### src/rtl/sleep_ctl_pkg.sv
package sleep_ctl_pkg;

    typedef enum logic [1:0] {
        ST_RUN = 2'd0,
        ST_C2  = 2'd1,
        ST_C3  = 2'd2,
        ST_C4  = 2'd3
    } slp_state_e;

    typedef struct packed {
        slp_state_e state;
    } ctl_reg_t;

    localparam logic [6:0] OFS_LVL2 = 7'h14;
    localparam logic [6:0] OFS_LVL3 = 7'h15;
    localparam logic [6:0] OFS_LVL4 = 7'h16;

endpackage

### src/rtl/sleep_trig_decode.sv
module sleep_trig_decode #(
    parameter int ADDR_W = 16,
    parameter int OFS_W  = 7,
    localparam int BASE_W = ADDR_W - OFS_W
) (
    input  logic [BASE_W-1:0] base,
    input  logic [ADDR_W-1:0] addr,
    input  logic              valid,
    input  logic              write,
    output logic              hit2,
    output logic              hit3,
    output logic              hit4
);
    import sleep_ctl_pkg::*;

    logic             rd_in_window;
    logic [OFS_W-1:0] ofs;

    always_comb begin
        rd_in_window = valid && !write && (addr[ADDR_W-1:OFS_W] == base);
        ofs          = addr[OFS_W-1:0];
        hit2 = rd_in_window && (ofs == OFS_W'(OFS_LVL2));
        hit3 = rd_in_window && (ofs == OFS_W'(OFS_LVL3));
        hit4 = rd_in_window && (ofs == OFS_W'(OFS_LVL4));
    end

endmodule

### src/rtl/sleep_req_arb.sv
module sleep_req_arb #(
    parameter int N_PORT = 2
) (
    input  logic [N_PORT-1:0]       hit2,
    input  logic [N_PORT-1:0]       hit3,
    input  logic [N_PORT-1:0]       hit4,
    input  logic                    c4_on_c3,
    output logic                    req_vld,
    output sleep_ctl_pkg::slp_state_e req_state
);
    import sleep_ctl_pkg::*;

    // Priority: level 2 first, then level 4 (direct or promoted), then level 3.
    always_comb begin
        req_vld   = 1'b1;
        req_state = ST_RUN;
        if (|hit2) begin
            req_state = ST_C2;
        end else if ((|hit4) || ((|hit3) && c4_on_c3)) begin
            req_state = ST_C4;
        end else if (|hit3) begin
            req_state = ST_C3;
        end else begin
            req_vld = 1'b0;
        end
    end

endmodule

### src/rtl/sleep_ctl.sv
module sleep_ctl #(
    parameter int N_PORT = 2,
    parameter int ADDR_W = 16,
    parameter int OFS_W  = 7,
    parameter int DATA_W = 8,
    localparam int BASE_W = ADDR_W - OFS_W
) (
    input  logic                     clk,
    input  logic                     rst_n,
    input  logic [BASE_W-1:0]        pm_base,
    input  logic                     c4_on_c3,
    input  logic [N_PORT-1:0]        acc_valid,
    input  logic [N_PORT-1:0]        acc_wr,
    input  logic [N_PORT*ADDR_W-1:0] acc_addr,
    output logic [N_PORT*DATA_W-1:0] rd_data,
    input  logic                     brk_evt,
    input  logic                     thr_en,
    input  logic                     thr_force,
    input  logic                     thr_duty,
    output logic                     stpclk_n,
    output logic [1:0]               sleep_lvl,
    output logic                     thr_act
);
    import sleep_ctl_pkg::*;

    logic [N_PORT-1:0] hit2_v;
    logic [N_PORT-1:0] hit3_v;
    logic [N_PORT-1:0] hit4_v;
    logic              req_vld;
    slp_state_e        req_state;
    ctl_reg_t          ctl_d;
    ctl_reg_t          ctl_q;

    for (genvar gi = 0; gi < N_PORT; gi++) begin : g_dec
        sleep_trig_decode #(
            .ADDR_W (ADDR_W),
            .OFS_W  (OFS_W)
        ) u_dec (
            .base  (pm_base),
            .addr  (acc_addr[gi*ADDR_W +: ADDR_W]),
            .valid (acc_valid[gi]),
            .write (acc_wr[gi]),
            .hit2  (hit2_v[gi]),
            .hit3  (hit3_v[gi]),
            .hit4  (hit4_v[gi])
        );
        // Trigger locations carry no data.
        assign rd_data[gi*DATA_W +: DATA_W] = '0;
    end

    sleep_req_arb #(
        .N_PORT (N_PORT)
    ) u_arb (
        .hit2      (hit2_v),
        .hit3      (hit3_v),
        .hit4      (hit4_v),
        .c4_on_c3  (c4_on_c3),
        .req_vld   (req_vld),
        .req_state (req_state)
    );

    always_comb begin
        ctl_d = ctl_q;
        if (ctl_q.state == ST_RUN) begin
            if (req_vld) begin
                ctl_d.state = req_state;
            end
        end else if (brk_evt) begin
            ctl_d.state = ST_RUN;
        end
    end

    always_ff @(posedge clk or negedge rst_n) begin
        if (!rst_n) begin
            ctl_q <= '{state: ST_RUN};
        end else begin
            ctl_q <= ctl_d;
        end
    end

    always_comb begin
        sleep_lvl = ctl_q.state;
        thr_act   = (thr_en || thr_force) && thr_duty && (ctl_q.state == ST_RUN);
        stpclk_n  = !((ctl_q.state != ST_RUN) || thr_act);
    end

endmodule

### config.mk
export PLATFORM = sky130hd
export DESIGN_NAME = sleep_ctl
export DESIGN_NICKNAME = d
export VERILOG_FILES = /design/src/rtl/sleep_ctl_pkg.sv /design/src/rtl/sleep_trig_decode.sv /design/src/rtl/sleep_req_arb.sv /design/src/rtl/sleep_ctl.sv
export SDC_FILE = /design/constraint.sdc
export NUM_CORES = 1
export LEC_CHECK = 0
export ABC_AREA = 1
export BUFFER_PORTS_ARGS = -buffer_cell sky130_fd_sc_hd__buf_2
export CORE_AREA = 2 2 52 54
export DETAILED_ROUTE_END_ITERATION = 6
export DIE_AREA = 0 0 54 56
export PLACE_DENSITY = 0.79
export SYNTH_ARGS = -nofsm -noshare
export SYNTH_HDL_FRONTEND = slang
export SYNTH_SLANG_ARGS = --single-unit
### constraint.sdc
create_clock -name clk -period 1.05 [get_ports clk]
set_input_delay 0.105 -clock clk [delete_from_list [all_inputs] [get_ports clk]]
set_output_delay 0.105 -clock clk [all_outputs]
set_load 0.05 [all_outputs]
After elaboration in Yosys (flattened, before gate mapping). Index checks and enable logic that the tools add are counted.

Output and inout port bits: 20. Bits in latches: 0. Memories kept: 0. Bits in registers: 2. Bits of input ports: 52. RAM bits: 0. Memory bits (read-only): 0. Word-level logic and storage cells: 45.

Add/subtract/negate cells: 0. Magnitude comparators: 0. Multipliers: 0. Equal/unequal tests: 9. Bitwise logic cells: 0. Divide/modulo/power cells: 0. Shift operators: 0. Reduce and logical (&&, ||, !) cells: 26. Multiplexer cells: 9.

Operators by type and width (number): 7-bit by 5-bit == test with 1-bit output (second input constant) (6); 9-bit == test (2); 1-bit logical AND (13); 2-bit two-way mux (6); 2-bit OR reduction (3); 2-bit nonzero test (2); 1-bit logical NOT (3); 1-bit logical OR (3); 1-bit two-way mux (3); 2-bit logical NOT (1); 2-bit inequality test (second input constant) (1); 2-bit AND reduction (1).

Depth between registers and ports, before layout.
Depth after elaboration: 11. Gate-level depth with buffers: 12. Gate-level depth less buffers: 12.

Modules after synthesis. A second synthesis with hierarchy kept.

Cell total of the unflattened synthesis: 182. Area total of the unflattened synthesis: 818.3 µm².

By module, submodules not included: sleep_trig_decode (area each 261.5 µm², instances 2, seq. area each 0.0 µm², cells an instance 67); sleep_ctl (area each 236.5 µm², instances 1, seq. area each 50.0 µm², cells an instance 34); sleep_req_arb (area each 58.8 µm², instances 1, seq. area each 0.0 µm², cells an instance 14).

Worst setup path before layout. Ideal clock, no wire load.

Path type: reg2out. From: register ctl_q, in the netlist sleep_lvl[1]. To: output stpclk_n. Path slack: -0.545 ns. Path buffers: 0. Required time: 0.945 ns. Arrival: 1.490 ns. Cell stages (with the launch flop): 4. Cells stage by stage: dfrtp_1 > nor2_1 > inv_1 > nor2_1.

Word-level cells in the longest chain between the ends: 4. Elaborated cells on any way between the ends: 5. Those cells by class: 5 x reduce/logical.

Ends and longest elaborated chain: start, declared (line sleep_ctl.sv:32) `ctl_reg_t ctl_q;`; start signal, assigned (line sleep_ctl.sv:75) `ctl_q <= '{state: ST_RUN};`; start signal, assigned (line sleep_ctl.sv:77) `ctl_q <= ctl_d;`; 2-bit logical NOT (line sleep_ctl.sv:83) `thr_act = (thr_en || thr_force) && thr_duty && (ctl_q.state == ST_RUN);`; 1-bit logical AND (line sleep_ctl.sv:83); 1-bit logical OR * (line sleep_ctl.sv:84) `stpclk_n = !((ctl_q.state != ST_RUN) || thr_act);`; 1-bit logical NOT * (line sleep_ctl.sv:84); end, declared (line sleep_ctl.sv:20) `output logic stpclk_n,`.

Every way passes the cells marked *; elsewhere a longest branch is shown, timed or not.

Final worst setup path. Ends and elaborated chain as after synthesis.

==> impl_metrics.py <==
metrics = {
    "status": {
        "outcome": "finished with violations",
        "violations": "setup timing",
    },
    "worst_setup_path": {
        "cpLargestDelayFamily": "flip-flops",
        "setup.worst_path.start": "sleep_lvl[1]",
        "cp-end-kind": "primary output",
        "worstRegToRegCells": 4,
        "worstPathMaxFanout": 3,
        "cp.arrival_ns": 1.09,
        "startpoint_type": "flop",
        "reg2reg_from": "sleep_lvl[1]",
        "crit_cells": 4,
        "criticalPathCategory": "flop to primary output",
        "critPathMaxStageDelay_ns": 0.41,
        "cpMostUsedCell": "nor2_4",
        "reg2reg_slack_ns": 0.15,
        "required_ns": 0.94,
        "path_cells": "nor2_4 > inv_4 > nor2_4 > buf_6",
        "rr_endpoint": "sleep_lvl[1]",
        "cp_num_buf_inv": 2,
        "crit_end": "stpclk_n",
        "crit_path_top_delay_cell": "dfrtp_2",
    },
    "clock_network": {
        "htreeDepth": 1,
        "path_clk_slew_ns": 0.03,
        "insertion_delay_ns": 0.22,
        "root_buffer": "clkbuf_4",
        "cts_buffers": 3,
        "clk_path_buf_depth": 2,
        "cts_tree": "built",
        "cts_sinks": 2,
    },
    "placed_design": {
        "dp_slack_ns": -0.09563,
        "place_congestion": 0.6951,
        "io_buffers": 55,
        "hpwl_um": 1560,
        "postPlaceCellArea_um2": 994.7,
    },
    "synthesis": {
        "synthSimpleGateAreaFrac_pct": 53.87,
        "synth_area_leader_cell": "nand2_1",
        "avgSynthCellArea_um2": 5.040,
        "synth-edff-count": 0,
        "synth_cells": 141,
        "synth_area_leaders": "nand2_1, buf_4, inv_1, nor2_1, dfrtp_1",
        "async_flop_share_pct": 100.0,
        "synth_top_area_share_pct": 26.41,
        "synthFlopType": "dfrtp_1",
        "netlist_area_um2": 710.7,
        "synth_top_family_by_area": "simple AND/OR/NAND/NOR gates",
        "synthMuxAreaShare_pct": 0,
        "synth_warnings": 0,
        "synth_compound_area_share_pct": 1.408,
        "yosysSeqAreaShare_pct": 7.042,
        "synth_adder_area_share_pct": 0,
        "yosys.cell_types.count": 17,
        "synthXorXnorAreaFrac_pct": 4.930,
        "synth_seq_cells": 2,
    },
    "detailed_routing": {
        "drc": 0,
        "drt_iter0_drc": 17,
        "dr.pass1.iters": 5,
        "vias": 916,
        "drtAntennaViolNets": 0,
        "viasPerCell": 3.915,
        "drt_wl_total_um": 1768,
        "routedWlPerCell_um": 7.556,
    },
    "global_route": {
        "grt-ovfl-total": 0,
        "antenna_found_initial": 0,
        "grt_max_degree": 4,
        "grt_util_all_layers_pct": 11.76,
        "grt_pass1_wl_um": 2849,
        "grt_pass1_vias": 851,
    },
    "sta": {
        "finalSetupViolCount": 3,
        "hold_ws_ns": 0.1403,
        "slew_viol_final": 0,
        "timing.final.crit_share_pct": 114.1,
        "setup_ws_ns": -0.1481,
        "final_hold_viol_count": 0,
        "min_period_ns": 1.198,
        "rsz0062_at_grt": "true",
        "fmax_ghz": 0.8346,
        "clock-skew-final_ns": 0.003504,
    },
    "pwr": {
        "leakage_nw": 0.7197,
        "ir_drop_v": 0.0004619,
        "powerDensity_nw_per_um2": 600.9,
    },
    "cells_and_area": {
        "multi_input_area_um2": 518.0,
        "fillers": 265,
        "nNetsFinal": 258,
        "register_area_um2": 52.55,
        "drive_above_1_share_pct": 39.22,
        "largest_reg_flops": 2,
        "antenna_cells": 0,
        "area_delta_synth_final_pct": 53.87,
        "final_area_um2": 1094,
    },
    "floorplanning": {
        "start_util_pct": 29.22,
        "pin_count": 72,
        "die_area_um2": 3024,
        "die_w_um": 54,
        "coreArea_um2": 2432,
        "dieHeight_um": 56,
        "fp-row-count": 18,
    },
    "hold_path": {
        "hold_class": "primary input to flop",
    },
    "run": {
        "cap_violations": 0,
    },
}
cells in the mapped netlist (3+ instances only):
cell	count
buf_4	16
inv_1	25
inv_2	4
nand2_1	50
nand3_1	3
nand4_1	7
nor2_1	18
xnor2_1	4
worst min-delay path by stage:
stage | from | to | cells past startpoint
after CTS | brk_evt | sleep_lvl[0] | 4
after global routing | brk_evt | sleep_lvl[0] | 4
after floorplan | rst_n | sleep_lvl[0] | 0
after detailed placement | rst_n | sleep_lvl[0] | 1
after global placement | rst_n | sleep_lvl[0] | 1
final | brk_evt | sleep_lvl[1] | 4
timing repair:
item,CTS,global route
endpoints found under the hold margin,2,0
buffers inserted,2,1
pin swaps,1,2
hold buffers,1,0
resized for setup,9,6
endpoints found under the setup margin,3,4
tightest hold or removal path, cell delays in order:
cell	delay [ns]
buf_2	0.07
inv_1	0.04
nand2_1	0.06
nand2_1	0.05
through the flow:
stage | utilization (%) | std cells | total power, mW | TNS [ns]
3_3_place_gp | 40.90 | 227 | 0.4684 | -0.1036
4_1_cts | 44.08 | 233 | 0.6585 | -0.2497
5_1_grt | 44.96 | 234 | 0.7069 | -0.4693
6_report | 44.96 | 234 | 0.6572 | -0.3807
3_5_place_dp | 40.90 | 227 | 0.4720 | -0.1539
2_1_floorplan | - | 156 | 0.3869 | -0.1261
power breakdown:
group | internal (mW) | switching [mW]
Combinational | 0.141 | 0.269
Clock | 0.126 | 0.0432
Sequential | 0.0776 | 0.0000152
layer usage:
layer	track usage [%]	vias to the layer above	routed length, um	share of wire [%]
met2	22.65	38	920	52
li1	-	509	-	-
met5	0	-	0	0
met4	5.000	0	0	0
met1	12.70	369	696	39
met3	0	0	152	8.6
layout make-up:
class | instances | share of cell area (%)
inverters | 29 | 10.18
multi-input cells | 109 | 47.37
well taps | 30 | 3.432
repair buffers | 61 | 32.15
flip-flops and latches | 2 | 4.805
clock buffers | 3 | 2.059
layout by cell type, fill, tap and decap left out, drive strengths merged:
cell type / count
buf: 60
nand2: 50
inv: 29
nor2: 22
conb: 16
nand4: 7
xnor2: 4
nand3: 4
clkbuf: 3
or2: 3
dfrtp: 2
o21ai: 2
nor3: 1
dlygate4sd3: 1
cells by family (layout without fill, tap and decap cells):
logic type             after synthesis  count (layout)
AND/OR/NAND/NOR                     87              87
XOR/XNOR                             4               4
flip-flops                           2               2
buffers and inverters               45              93
AO/OA/AOI/OAI                        2               2
other                                1              16
Power figures use the tool's default switching activity.
